==> config.mk <==
export PLATFORM = sky130hd
export DESIGN_NAME = dsss_diff_mod
export DESIGN_NICKNAME = d
export VERILOG_FILES = /design/src/rtl/dsss_pkg.sv /design/src/rtl/dsss_strobe_div.sv /design/src/rtl/dsss_pn_lfsr.sv /design/src/rtl/dsss_diff_enc.sv /design/src/rtl/dsss_seq_ctrl.sv /design/src/rtl/dsss_diff_mod.sv
export SDC_FILE = /design/constraint.sdc
export NUM_CORES = 1
export LEC_CHECK = 0
export ABC_AREA = 1
export BUFFER_PORTS_ARGS = -buffer_cell sky130_fd_sc_hd__buf_2
export CAP_MARGIN = 25
export CORE_MARGIN = 2
export CORE_UTILIZATION = 56
export DETAILED_ROUTE_END_ITERATION = 10
export PLACE_DENSITY = 0.86
export SETUP_SLACK_MARGIN = 0.2
export SYNTH_ARGS = -nofsm -noshare
export SYNTH_HDL_FRONTEND = slang
export SYNTH_SLANG_ARGS = --single-unit
==> constraint.sdc <==
create_clock -name clk -period 3.2 [get_ports clk]
set_input_delay 0.32 -clock clk [delete_from_list [all_inputs] [get_ports clk]]
set_output_delay 0.32 -clock clk [all_outputs]
set_load 0.02 [all_outputs]
==> src/rtl/dsss_pkg.sv <==
package dsss_pkg;
  // Antipodal symbol held as one bit: 1 stands for +1, 0 stands for -1
  typedef enum logic {
    SYM_NEG = 1'b0,
    SYM_POS = 1'b1
  } sym_t;

  // Product of two antipodal symbols in the one-bit encoding
  function automatic sym_t sym_mul(input sym_t a, input sym_t b);
    return sym_t'(a ~^ b);
  endfunction
endpackage

==> src/rtl/dsss_strobe_div.sv <==
module dsss_strobe_div #(
  parameter int DIV = 4
) (
  input  logic clk,
  input  logic rst_n,
  output logic tick
);
  localparam int CW = (DIV > 1) ? $clog2(DIV) : 1;

  logic [CW-1:0] cnt;

  assign tick = (cnt == CW'(DIV - 1));

  always_ff @(posedge clk or negedge rst_n) begin
    if (!rst_n)    cnt <= '0;
    else if (tick) cnt <= '0;
    else           cnt <= cnt + CW'(1);
  end
endmodule

==> src/rtl/dsss_pn_lfsr.sv <==
module dsss_pn_lfsr #(
  parameter int           W    = 5,
  parameter logic [W-1:0] TAPS = 5'b10100,
  parameter logic [W-1:0] SEED = 5'b00001
) (
  input  logic clk,
  input  logic rst_n,
  input  logic load,
  input  logic step,
  output logic chip
);
  logic [W-1:0] state;
  logic         fb;

  assign fb   = ^(state & TAPS);
  assign chip = state[W-1];

  always_ff @(posedge clk or negedge rst_n) begin
    if (!rst_n)    state <= SEED;
    else if (load) state <= SEED;
    else if (step) state <= {state[W-2:0], fb};
  end
endmodule

==> src/rtl/dsss_diff_enc.sv <==
module dsss_diff_enc
  import dsss_pkg::*;
(
  input  logic clk,
  input  logic rst_n,
  input  logic load,
  input  logic info_bit,
  output sym_t sym
);
  always_ff @(posedge clk or negedge rst_n) begin
    if (!rst_n)    sym <= SYM_POS;
    else if (load) sym <= sym_mul(sym_t'(info_bit), sym);
  end
endmodule

==> src/rtl/dsss_seq_ctrl.sv <==
module dsss_seq_ctrl #(
  parameter int CPB = 25,
  parameter int SPC = 16
) (
  input  logic clk,
  input  logic rst_n,
  input  logic accept,
  input  logic tick,
  output logic busy,
  output logic emit,
  output logic chip_adv
);
  localparam int SW = (SPC > 1) ? $clog2(SPC) : 1;
  localparam int CW = (CPB > 1) ? $clog2(CPB) : 1;

  logic [SW-1:0] s_idx;
  logic [CW-1:0] c_idx;
  logic          end_chip;
  logic          end_bit;

  assign emit     = busy && tick;
  assign end_chip = emit && (s_idx == SW'(SPC - 1));
  assign end_bit  = end_chip && (c_idx == CW'(CPB - 1));
  assign chip_adv = end_chip;

  always_ff @(posedge clk or negedge rst_n) begin
    if (!rst_n) begin
      busy  <= 1'b0;
      s_idx <= '0;
      c_idx <= '0;
    end else if (accept) begin
      busy  <= 1'b1;
      s_idx <= '0;
      c_idx <= '0;
    end else if (emit) begin
      s_idx <= end_chip ? '0 : s_idx + SW'(1);
      if (end_bit) begin
        busy  <= 1'b0;
        c_idx <= '0;
      end else if (end_chip) begin
        c_idx <= c_idx + CW'(1);
      end
    end
  end
endmodule

==> src/rtl/dsss_diff_mod.sv <==
module dsss_diff_mod
  import dsss_pkg::*;
#(
  parameter int CHIPS_PER_BIT    = 25,
  parameter int SAMPLES_PER_CHIP = 16,
  parameter int STROBE_DIV       = 4,
  parameter int SMP_W            = 8,
  parameter int AMPLITUDE        = 64,
  parameter int PN_W             = 5,
  parameter logic [PN_W-1:0] PN_TAPS = 5'b10100,
  parameter logic [PN_W-1:0] PN_SEED = 5'b00001
) (
  input  logic                    clk,
  input  logic                    rst_n,
  input  logic                    bit_valid,
  input  logic                    bit_data,
  output logic                    bit_ready,
  output logic                    smp_stb,
  output logic signed [SMP_W-1:0] smp_data
);
  localparam logic signed [SMP_W-1:0] POS_AMP = SMP_W'(AMPLITUDE);
  localparam logic signed [SMP_W-1:0] NEG_AMP = -POS_AMP;

  logic tick, busy, emit, chip_adv, accept, chip;
  sym_t coded_sym;

  assign bit_ready = !busy;
  assign accept    = bit_valid && bit_ready;

  dsss_strobe_div #(.DIV(STROBE_DIV)) u_div (
    .clk(clk), .rst_n(rst_n), .tick(tick)
  );

  dsss_seq_ctrl #(.CPB(CHIPS_PER_BIT), .SPC(SAMPLES_PER_CHIP)) u_seq (
    .clk(clk), .rst_n(rst_n), .accept(accept), .tick(tick),
    .busy(busy), .emit(emit), .chip_adv(chip_adv)
  );

  dsss_diff_enc u_enc (
    .clk(clk), .rst_n(rst_n), .load(accept), .info_bit(bit_data),
    .sym(coded_sym)
  );

  dsss_pn_lfsr #(.W(PN_W), .TAPS(PN_TAPS), .SEED(PN_SEED)) u_pn (
    .clk(clk), .rst_n(rst_n), .load(accept), .step(chip_adv),
    .chip(chip)
  );

  always_ff @(posedge clk or negedge rst_n) begin
    if (!rst_n) begin
      smp_stb  <= 1'b0;
      smp_data <= '0;
    end else if (emit) begin
      smp_stb  <= 1'b1;
      smp_data <= (sym_mul(coded_sym, sym_t'(chip)) == SYM_POS) ? POS_AMP : NEG_AMP;
    end else begin
      smp_stb  <= 1'b0;
      smp_data <= '0;
    end
  end
endmodule

==> summary.txt <==
Run status
  – Status: complete, no violations

Cells and area
  – Commonest non-fill, non-tap cell in the layout: nand2_1
  – Layout cell share with drive strength beyond 1: 0.192
  – Fin area: between 1000 and 1500 um^2
  – Synthesis-to-finish area growth: 7.22%
  – Most frequent cells in the layout: nand2_1, dfrtp_1, inv_1, buf_2
  – Number of diodes: 0
  – Nets: approximately 130

Clock network
  – Number of setup buffers added after CTS: 0
  – Clock Latency Late Sink: a little under 300 ps
  – Clock Tree Buf Depth: 2
  – CTS tree: yes
  – Clock Pin Slew Worst Setup and Hold Paths: around 110 ps
  – CTS Buf Count: 3
  – H-tree lvl count: 1
  – Root Buffer: clkbuf_4
  – CTS resizes: 0
  – Sink Count: 20

Die
  – Die area: approximately 2200 um^2
  – Rows: 15
  – Io pins: 14
  – Die width: ~47 um
  – Starting Density: 0.592
  – Core Area: ~1700 um^2
  – Die Span Y: 46.7 um

Place
  – Final HPWL DP: 1170 um
  – PortBufs: 7
  – Placed Instance Area: between 1000 and 1500 um^2
  – RD Place Congestion: roughly 0.84

Worst setup path
  – CP Data Required Time: about 2900 ps
  – Setup CP Type: reg2out
  – Setup crit end kind: output port
  – Worst EP arrival: ~1000 ps
  – CP startpoint kind: flop
  – CP max FO: 4

Logic synthesis
  – Syn Area/Cell: between 9 and 10 um^2
  – Distinct cells, synth: 27
  – Syn. warnings: 0
  – Flip-flop and latch count after synthesis: 20
  – Sequential element share of the synthesized area: 0.492
  – Synth Instances: about 110
  – Mapped Area: ~1000 um^2

STA
  – RSZ-0062 raised after global routing: false
  – Max Freq: around 0.74 GHz
  – Setup_tns: 0 ps
  – Final Hold Viols: 0
  – Clock Skew: roughly 3.5 ps
  – Final setup violation count: 0
  – Fin. max-slew vios: 0
  – Min cycle time layout: roughly 1400 ps
  – Period utilization: 0.424

Pwr
  – P_leak: 0.608 nW
  – Power Density: 515 nW/um^2
  – Worst IR Drop VDD: just over 0.4 mV

Route
  – Vias: between 700 and 800
  – Via/cell ratio: roughly 5.0
  – Post-route ant nets: 0
  – DR WL/cell: ~11 um
  – Drt drc: 0
  – Final WL: 1630 um
  – Pre-antenna DRT Iters: 4
  – Iter 0 DRT Violations: 11

Flow run
  – Max cap viols: 0

Hold path
  – Worst hold path type: in2reg

Global routing
  – Pin count of the biggest net entering global routing: 21
  – Antenna violations before repair: 0
  – Global-route wire length before repair: 2880 um
  – Vias in the first global route: between 700 and 800
  – GRT Total Usage: 0.196
  – Gr ovfl total: 0
-- worst max-delay path: stages, from the launching register on --
cell,delay [ps]
dfrtp_1,450
inv_2,120
buf_2,170
-- power by group --
group | switching (W) | internal [W]
clock network | 0.0000715 | 0.0000693
registers | 0.0000208 | 0.000281
logic | 0.0000859 | 0.0000360
total | 0.000178 | 0.000386
-- per-layer routing --
metal  vias to the layer above  track usage  wire [um]
met4                         0       0.0667          0
met1                       342        0.187        689
li1                        362            -          -
met3                         0       0.0784         69
met2                        15        0.375        874
met5                         -            0          0
-- per-stage QoR --
step                      cells  setup slack [ps]  utilization  hold WS (ps)  power (W)
after detailed placement    140              1900        0.608           282   0.000425
after floorplan             116              2040            -          24.4   0.000399
after global routing        145              1770        0.635           266   0.000594
final                       145              1840        0.635           280   0.000565
after CTS                   145              1840        0.635           274   0.000570
after global placement      140              1970        0.608           279   0.000419
-- timing repair --
action | 4_1_cts | 5_1_grt
setup endpoints to repair | 0 | 0
endpoints found under the hold margin | 18 | 0
hold buffers | 1 | 0
-- flip-flops by register name, indices dropped and copies added, names as in the netlist --
signal,flops
smp_data,2
u_div.cnt,2
u_enc.sym,1
u_pn.state,5
u_seq.busy,1
u_seq.c_idx,5
u_seq.s_idx,4
-- cell families after synthesis --
group                    after synthesis  synth area share
XOR/XNOR                               3            0.0257
AO/OA/AOI/OAI                         13            0.0734
AND/OR/NAND/NOR                       43             0.228
other                                  1           0.00367
flip-flops                            20             0.492
adder cells (fa/ha/maj)                4            0.0490
buffers and inverters                 27             0.129
-- synth_stat cells --
cell	number	area, um^2
a21oi_1	3	15.0
a22oi_1	1	7.51
buf_2	1	5.00
buf_4	7	52.6
conb_1	1	3.75
dfrtp_1	18	450
dfstp_2	2	52.6
ha_1	4	50.1
inv_1	15	56.3
inv_2	3	11.3
inv_4	1	6.26
nand2_1	22	82.6
nand2_2	1	6.26
nand2_8	1	20.0
nand3_1	5	25.0
nand3_2	1	10.0
nand4_1	6	37.5
nor2_1	4	15.0
nor2_4	1	11.3
nor2_8	1	20.0
nor3_1	1	5.00
o21ai_0	4	20.0
o21ai_1	1	5.00
o21ai_2	1	8.76
o22ai_1	3	18.8
xnor2_1	1	8.76
xor2_1	2	17.5
-- cell type report --
type	instances	area, um^2
tap	25	31.3
multi-input combinational	69	407
inverter	19	73.8
sequential	20	503
fill	147	631
timing repair buffer	8	45.0
clock buffer	4	36.3
-- worst paths after layout --
path | depth (start not counted) | slack (ps) | start | to
worst min register to register | 1 | 440 | u_div.cnt[0]$_DFF_PN0_ | u_div.cnt[0]$_DFF_PN0_
worst max-delay path | 2 | 1840 | u_seq.busy$_DFFE_PN0P_ | bit_ready
min in group asynchronous | 2 | 480 | rst_n | u_seq.s_idx[0]$_DFFE_PN0P_
max in group asynchronous | 2 | 2400 | rst_n | u_enc.sym$_DFFE_PN1P_
worst min-delay path | 3 | 280 | bit_data | u_enc.sym$_DFFE_PN1P_
worst max register to register | 6 | 1870 | u_div.cnt[0]$_DFF_PN0_ | u_pn.state[1]$_DFFE_PN0P_
Note: power is estimated with default switching activity, not from simulation.
